$ cat src/rtl/sdst_select.sv
module sdst_select #(
  parameter int REG_W = 7
) (
  input  logic             clk,
  input  logic             rst_n,
  input  logic             in_valid,
  input  logic [31:0]      insn,
  input  logic [31:0]      prefix,
  input  logic             vec_on,
  input  logic [REG_W-1:0] rt_num,
  input  logic             rt_vec,
  input  logic [REG_W-1:0] rc_num,
  input  logic             rc_vec,
  input  logic [REG_W-1:0] vl,
  output logic             s2_valid,
  output logic [REG_W-1:0] s2_num,
  output logic             s2_vec
);
  localparam logic [5:0] PRI_OP  = 6'd4;
  localparam logic [5:0] XO_MADD = 6'b110010;
  localparam logic [5:0] XO_DREM = 6'b110100;

  logic [5:0] pri, xo;
  logic       hit, mode_rc;
  logic [REG_W-1:0] addend, sum, nxt_num;
  logic       nxt_vec;
  logic       started;

  assign pri     = insn[31:26];
  assign xo      = insn[5:0];
  assign mode_rc = prefix[31-18];
  assign hit     = in_valid && pri == PRI_OP && (xo == XO_MADD || xo == XO_DREM);

  assign addend = vec_on ? vl : REG_W'(1);
  assign sum    = rt_num + addend;

  always_comb begin
    nxt_num = '0;
    nxt_vec = 1'b0;
    if (hit) begin
      if (vec_on && mode_rc) begin
        nxt_num = rc_num;
        nxt_vec = rc_vec;
      end else begin
        nxt_num = sum;
        nxt_vec = vec_on && rt_vec;
      end
    end
  end

  always_ff @(posedge clk) begin
    if (!rst_n) begin
      s2_valid <= 1'b0;
      s2_num   <= '0;
      s2_vec   <= 1'b0;
      started  <= 1'b0;
    end else begin
      s2_valid <= hit;
      s2_num   <= nxt_num;
      s2_vec   <= nxt_vec;
      started  <= 1'b1;
    end
  end

  p_reset_zero_r1: assert property (@(posedge clk) disable iff (!rst_n)
    !started |-> (!s2_valid && s2_num == '0 && !s2_vec));

  p_decode_r2: assert property (@(posedge clk) disable iff (!rst_n)
    started |-> (s2_valid == ($past(in_valid) && $past(insn[31:26]) == 6'd4 &&
      ($past(insn[5:0]) == 6'b110010 || $past(insn[5:0]) == 6'b110100))));

  p_idle_zero_r3: assert property (@(posedge clk) disable iff (!rst_n)
    !s2_valid |-> (s2_num == '0 && !s2_vec));

  p_scalar_pair_r4: assert property (@(posedge clk) disable iff (!rst_n)
    (started && s2_valid && !$past(vec_on)) |->
      (s2_num == REG_W'($past(rt_num) + 1'b1) && !s2_vec));

  p_vl_offset_r5: assert property (@(posedge clk) disable iff (!rst_n)
    (started && s2_valid && $past(vec_on) && !$past(prefix[13])) |->
      (s2_num == REG_W'($past(rt_num) + $past(vl)) && s2_vec == $past(rt_vec)));

  p_alias_rc_r7: assert property (@(posedge clk) disable iff (!rst_n)
    (started && s2_valid && $past(vec_on) && $past(prefix[13])) |->
      (s2_num == $past(rc_num) && s2_vec == $past(rc_vec)));
endmodule

$ cat config.mk
export PLATFORM = sky130hd
export DESIGN_NAME = sdst_select
export DESIGN_NICKNAME = d
export VERILOG_FILES = /design/src/rtl/sdst_select.sv
export SDC_FILE = /design/constraint.sdc
export NUM_CORES = 1
export LEC_CHECK = 0
export CAP_MARGIN = 20
export CORE_MARGIN = 5
export CORE_UTILIZATION = 25
export DETAILED_ROUTE_END_ITERATION = 10
export DONT_BUFFER_PORTS = 1
export HOLD_SLACK_MARGIN = 0.02
export PLACE_DENSITY = 0.38
export RECOVER_POWER = 100
export SETUP_SLACK_MARGIN = 0.02
export SYNTH_ARGS = -nofsm -noshare
export SYNTH_HDL_FRONTEND = slang
export SYNTH_SLANG_ARGS = --single-unit
$ cat constraint.sdc
create_clock -name clk -period 2.9 [get_ports clk]
set_clock_uncertainty 0.2 [all_clocks]
set_input_delay 0.58 -clock clk [delete_from_list [all_inputs] [get_ports clk]]
set_output_delay 0.58 -clock clk [all_outputs]
set_load 0.03 [all_outputs]
======== Word-level counts from Yosys, hierarchy flattened ========
Cells that the tools add are included.
word-level totals
  bits in registers ....................... 9
operators by class
  add/sub/neg operators ................... 1
  equal/unequal tests ..................... 3
  muxes and demuxes ....................... 3
  reductions and logical operators ........ 6
operators with widths
  kind                count
  $mux 7              2
  $eq 6x6->1 const B  2
  $add 7x7->7         1
  $eq 6x3->1 const B  1
  $logic_and 1x1->1   4
  $reduce_and 2->1    1
  $logic_or 1x1->1    1
  $mux 1              1

======== Logic depth before layout (Yosys ltp) ========
Gate-level depths: netlist (run 1).
  depth after elaboration ................. 4
  depth in mapped cells ................... 8

======== Worst setup path after synthesis (run 1) ========
OpenSTA, ideal clock, no wires.
  path kind ............................... input port to flip-flop
  start ................................... input vec_on
  end ..................................... register s2_num[6]
  arrival ................................. 2.208 ns
  data required time ...................... 2.608 ns
  path slack .............................. 0.400 ns
  stages .................................. 8
  path through ............................ buf_6 > or2b_1 > ha_1 > fa_1 > a211oi_1 > o21ai_1 > nand4_1 > nor4bb_1
on the way
  longest elaborated chain between the ends .. 3
  elaborated cells between the ends (all ways) .. 4
ends and longest elaborated chain
  item                    line  text
  start: declaration      9     input logic vec_on,
  $mux 7                  34    assign addend = vec_on ? vl : REG_W'(1);
  $add 7x7->7             35    assign sum = rt_num + addend;
  $mux 7 (*)              41    if (vec_on && mode_rc) begin
  end signal: assignment  59    s2_num <= nxt_num;
  end: declaration        16    output logic [REG_W-1:0] s2_num,
Mark *: on every way between the ends. The rest lies on a longest branch, timed or not.
A chain may end at the register's enable or synchronous reset.

======== Worst setup path in the final report (run 1) ========
Same ends and word-level chain as after synthesis.

==> metrics.md, run 1 <==
| Metric | Value |
|---|---|
| Buffers & Inverters on Critical Path | 0 |
| Post-synth top flop | dfxtp_1 |
| RSZ-0062 raised after global routing | false |
| Final Max Tran Viols | 0 |
| Area of the multi-input gates | between 400 and 500 µm² |
| Die Footprint | 3840 µm² |
| # Post-CTS Setup Buffers | 0 |
| Placer congestion estimate | between 0.6 and 0.7 |
| H-Tree Level Count | 1 |
| Synth cell types | 33 |
| CP max FO | 10 |
| ANT nets after route | 0 |
| Mapped cell area | a little under 700 µm² |
| Worst path max stage delay | ~0.44 ns |
| Post-CTS sizing | 0 |
| Fin nets | between 150 and 200 |
| Endpoints failing hold | 0 |
| Clock root buffer | clkbuf_4 |
| Crit path kind | in -> reg |
| Final hold slack | 0.261 ns |
| Layout Cells excl Fill | 109 |
| Hold_sp | rc_num[1] |
| First-pass GRT wire length | around 2500 µm |
| First drt pass iteration count | 3 |
| Ys async rst share | 0 |
| Hold WC Path Type | in -> reg |
| Hold-fix buffers, CTS | 0 |
| Average wire per standard cell | around 15 µm |
| Via count | between 500 and 600 |
| Initial core utilization | 0.267 |
| Slew @ Worst Pin | about 0.39 ns |
| Status | completed |
| Layout area overhead | 4.45% |
| F_max | around 430 MHz |
| TNS Setup | 0 ns |
| Seq/Total Area, Yosys | 0.267 |
| Row count | 18 |
| TritonCTS Buffers | 3 |
| Crit path cell chain | or2b_1, ha_1, fa_1, a211oi_1, o21ai_0, nand4_1, nor4bb_1 |
| Worst setup EP type | flop |
| All-Layer GR Usage | 0.0872 |
| Antenna violations before repair | 0 |
| Post-DP HPWL | around 1500 µm |
| Core area | between 2000 and 3000 µm² |
| CTS sink cnt | 9 |
| Vias in the first global route | 563 |
| CP max-delay cell | fa_1 |
| Number of port buffers | 0 |
| Inst Count DP | around 110 |
| Maximum vdd drop | 239 µV |
| Type of origin of the critical path | input port |
| Gr ovfl total | 0 |
| WP data arrival | 2.30 ns |
| Routed vias/inst | just over 5 |
| Post-synth EDFFs | 0 |
| Req. time, crit path | approximately 2.9 ns |
| Gate Count Post-Synth | 77 |
| YS warnings | 0 |
| Clock tree buffer depth | 2 |
| Seq. cell area | approximately 180 µm² |
| LEAKAGE | between 0.2 and 0.3 nW |
| Antenna diodes | 0 |
| PD cells | between 300 and 400 nW/µm² |
| Mean cell area of the mapped netlist | roughly 8.8 µm² |
| Layout cells sized above 1 | 0.0759 |
| CTS tree | built |
| Largest net degree at the start of global routing | 11 |
| Seq cells post-synth | 9 |
| Worst Setup SP | vec_on |
| Final wirelength | between 1500 and 2000 µm |
| Fin crit period | about 2.3 ns |
| Syn nets | between 150 and 200 |
| Die width | roughly 62 µm |
| # fillers | roughly 290 |
| Final setup viols | 0 |
| Io pins | 100 |
| Drt drc | 0 |
| Most frequent cells in the layout | nand2_1, dfxtp_1, o21ai_0 |
| CTS clk-pin slew, worst paths | around 0.060 ns |
| Max-cap violations | 0 |
| Slew margin rel. | 0.741 |
| Die H | around 62 µm |
| Delay-heaviest family, CP | adder cells |
| Crit share post-route | 0.808 |
| DR iter-0 viols | 26 |
-- per-layer routing --
metal  vias to the layer above  routed length (µm)  global-route usage
li1                        285                   -                   -
met1                       245                 728               0.122
met2                        28                 682               0.120
met3                         2                 228              0.0372
met4                         0                  19              0.0273
met5                         -                   0                   0
-- worst paths after layout --
kind                   endpoint  cells after the start
worst min-delay path  s2_num[1]                      2
worst max-delay path  s2_num[6]                      7
-- power by group --
group / switching, mW / internal, mW / total, mW / leakage [nW]
Combinational: 0.0335 / 0.0321 / 0.0656 / 0.196
Sequential: 0.0000335 / 0.124 / 0.124 / 0.0724
Clock: 0.0418 / 0.0507 / 0.0925 / 0.0177
-- cell usage after synthesis (2+ instances only) --
| master | n | area (µm²) |
|---|---|---|
| nor2_1 | 2 | 7.51 |
| and2_1 | 5 | 31.3 |
| o21ai_1 | 2 | 10.0 |
| buf_6 | 2 | 22.5 |
| nor2b_1 | 2 | 12.5 |
| a21oi_1 | 2 | 10.0 |
| a21o_1 | 2 | 15.0 |
| dfxtp_1 | 9 | 180 |
| xnor2_1 | 2 | 17.5 |
| o21ai_0 | 6 | 30.0 |
| a211oi_1 | 6 | 45.0 |
| nand2_1 | 9 | 33.8 |
| nand2b_1 | 3 | 18.8 |
| ha_1 | 6 | 75.1 |
-- layout make-up --
type | count | area share
Tap cell | 30 | 0.0533
Inverter | 1 | 0.00533
Clock buffer | 3 | 0.0320
Sequential cell | 9 | 0.256
Clock inverter | 1 | 0.00710
Multi-Input combinational cell | 65 | 0.647
-- state kept, by name, indices dropped and copies added (netlist names) --
name and flops:
s2_num 7, s2_valid 1, s2_vec 1
-- per-stage QoR --
| stage | area (µm²) | util | power [mW] | worst slack [ns] |
|---|---|---|---|---|
| after global placement | 689 | 0.273 | 0.193 | 0.313 |
| after detailed placement | 689 | 0.273 | 0.194 | 0.307 |
| after floorplan | 674 | - | 0.185 | 0.400 |
| after CTS | 717 | 0.284 | 0.288 | 0.575 |
| final | 704 | 0.279 | 0.282 | 0.558 |
| after global routing | 704 | 0.279 | 0.305 | 0.414 |
-- logic make-up (layout without fill, tap and decap cells) --
logic type      Yosys count  after routing  synth area share
xor+xnor                  3              3            0.0390
compound gates           21             21             0.195
buf+inv                   3              5            0.0390
fa+ha+maj                 7              7             0.141
mux                       1              1            0.0148
flops                     9              9             0.267
simple gates             33             33             0.304
Note: power is estimated with default switching activity, not from simulation.
==> run 2, diff against run 1 <==
--- a/config.mk
+++ b/config.mk
@@ -11,7 +11,7 @@
 export DETAILED_ROUTE_END_ITERATION = 10
 export DONT_BUFFER_PORTS = 1
 export HOLD_SLACK_MARGIN = 0.02
-export PLACE_DENSITY = 0.38
+export PLACE_DENSITY = 0.4
 export RECOVER_POWER = 100
 export SETUP_SLACK_MARGIN = 0.02
 export SYNTH_ARGS = -nofsm -noshare
==> constraint.sdc (replaced) <==
create_clock -name clk -period 2 [get_ports clk]
set_clock_uncertainty 0.2 [all_clocks]
set_input_delay 0.4 -clock clk [delete_from_list [all_inputs] [get_ports clk]]
set_output_delay 0.4 -clock clk [all_outputs]
set_load 0.03 [all_outputs]
==> run 2 against run 1 <==
Flip-flop and latch count unchanged. Non-clock buffer count is 4 higher. Global-route usage is essentially flat. Final cell count up 3.7%. Worst setup slack lost 0.47 ns. Critical endpoint unchanged. Sequential share of layout area shrank 1.5 points. Hold slack worse by 0.19 ns. Sequential power increased by 44%. Clock power grew 47%. Routed wire length up 3.4%.
==> metrics.md, run 2 (synthesis results as in run 1) <==
| Metric | Value |
|---|---|
| Type of origin of the critical path | input port |
| Number of port buffers | 0 |
| Die Footprint | between 3000 and 4000 µm² |
| Crit path kind | in -> reg |
| Clock tree buffer depth | 2 |
| Most frequent cells in the layout | nand2_1, dfxtp_1, and2_1, o21ai_0, ha_1 |
| Final total power | roughly 0.42 mW |
| H-Tree Level Count | 1 |
| Final setup viols | 0 |
| Largest net degree at the start of global routing | 11 |
| Drt drc | 0 |
| Post-DP HPWL | between 1000 and 1500 µm |
| Layout area overhead | 11.1% |
| All-Layer GR Usage | 0.0869 |
| Die H | about 62 µm |
| Hold_sp | rc_num[1] |
| Vias in the first global route | 540 |
| Final Max Tran Viols | 0 |
| Initial core utilization | 0.267 |
| Final wirelength | about 1700 µm |
| TritonCTS Buffers | 3 |
| Worst Hold Path EP | s2_num[1] |
| Max-cap violations | 0 |
| Fin crit period | between 1.5 and 2 ns |
| Average wire per standard cell | 15.2 µm |
| Worst path max stage delay | between 0.4 and 0.5 ns |
| Hold WC Path Type | in -> reg |
| Via count | 562 |
| First drt pass iteration count | 2 |
| Layout cells sized above 1 | 0.169 |
| Clock root buffer | clkbuf_4 |
| Antenna diodes | 0 |
| CP most frequent cell | a211oi_2 |
| Die width | 61.9 µm |
| CTS tree | built |
| DR iter-0 viols | 6 |
| WP data arrival | 1.84 ns |
| Crit path cell chain | or2b_1, ha_2, fa_2, a211oi_2, o21ai_1, a211oi_2, nor4bb_1 |
| Maximum vdd drop | 295 µV |
| Core area | 2520 µm² |
| Endpoints failing hold | 0 |
| Worst setup EP type | flop |
| TNS Setup | 0 ns |
| ANT nets after route | 0 |
| Post-DP Area | 729 µm² |
| Inst Count DP | 109 |
| Io pins | 100 |
| Placer congestion estimate | approximately 0.65 |
| Status | completed |
| Max reg flops | 7 |
| Final core utilization | 0.297 |
| # fillers | 280 |
| Layout Cells excl Fill | roughly 110 |
| Worst hold path cell count | 2 |
| Antenna violations before repair | 0 |
| First-pass GRT wire length | 2390 µm |
| Crit share post-route | 0.958 |
| Finished Cell Area | 749 µm² |
| Routed vias/inst | a little under 5 |
| Row count | 18 |
| Hold-fix buffers, CTS | 0 |
| Top flop regs | s2_num x7, s2_valid x1, s2_vec x1 |
| PD cells | around 560 nW/µm² |
| Largest reg by FF count | s2_num |
| CP max FO | 10 |
| Slew @ Worst Pin | 0.397 ns |
| RSZ-0062 raised after global routing | false |
| Fin nets | 182 |
| Req. time, crit path | ~1.9 ns |
| Gr ovfl total | 0 |
| LEAKAGE | approximately 0.31 nW |
| CTS clk-pin slew, worst paths | about 0.060 ns |
| CTS sink cnt | 9 |
| CP max-delay cell | fa_2 |
| Slew margin rel. | 0.735 |
| F_max | around 520 MHz |
## run 2: cell types whose count changed in the layout (fill, tap and decap cells not counted), sizes merged
cell,previous run,this run
buf,0,3
clkbuf,3,4
## run 2: where the power goes
group	switching, mW	internal [mW]	total (mW)
Sequential	0.0000494	0.179	0.179
Clock	0.0622	0.0736	0.136
Combinational	0.0520	0.0549	0.107
Total	0.114	0.308	0.422
## run 2: layout make-up
class | instances | area (µm²) | area share
timing repair buffer | 4 | 30.0 | 0.0401
tap | 30 | 37.5 | 0.0501
clock inverter | 1 | 5.00 | 0.00668
sequential | 9 | 180 | 0.240
inverter | 1 | 3.75 | 0.00501
clock buffer | 3 | 22.5 | 0.0301
multi-input combinational | 65 | 470 | 0.628
## run 2: routing by layer
metal | part of all wire | vias to the layer above | track usage
met5 | 0 | - | 0
met4 | 0.011 | 0 | 0.0364
met3 | 0.13 | 2 | 0.0434
met2 | 0.40 | 28 | 0.117
met1 | 0.47 | 240 | 0.116
li1 | - | 292 | -
## run 2: critical path: cells and delay by family
family / cells / cell delay, ns
and+or+nand+nor: 2 / 0.28
adders and majority gates: 2 / 0.62
AOI/OAI and AO/OA: 3 / 0.53
## run 2: worst max path at each step
stage | startpoint | to
after floorplan | vec_on | s2_num[6]
after global placement | vec_on | s2_num[6]
after detailed placement | vec_on | s2_num[6]
after CTS | vec_on | s2_num[6]
after global routing | vec_on | s2_num[6]
final | vec_on | s2_num[6]
## run 2: repair_timing
| item | in CTS | in global routing |
|---|---|---|
| setup buffers | 0 | 0 |
| gates resized for setup | 0 | 2 |
| endpoints found under the setup margin | 0 | 2 |
## run 2: stage by stage
step | setup WS [ns] | hold slack (ns)
2_1_floorplan | -0.200 | 0.336
3_3_place_gp | -0.220 | 0.346
3_5_place_dp | -0.215 | 0.348
4_1_cts | 0.0574 | 0.0642
5_1_grt | 0.0181 | 0.0739
6_report | 0.0840 | 0.0751
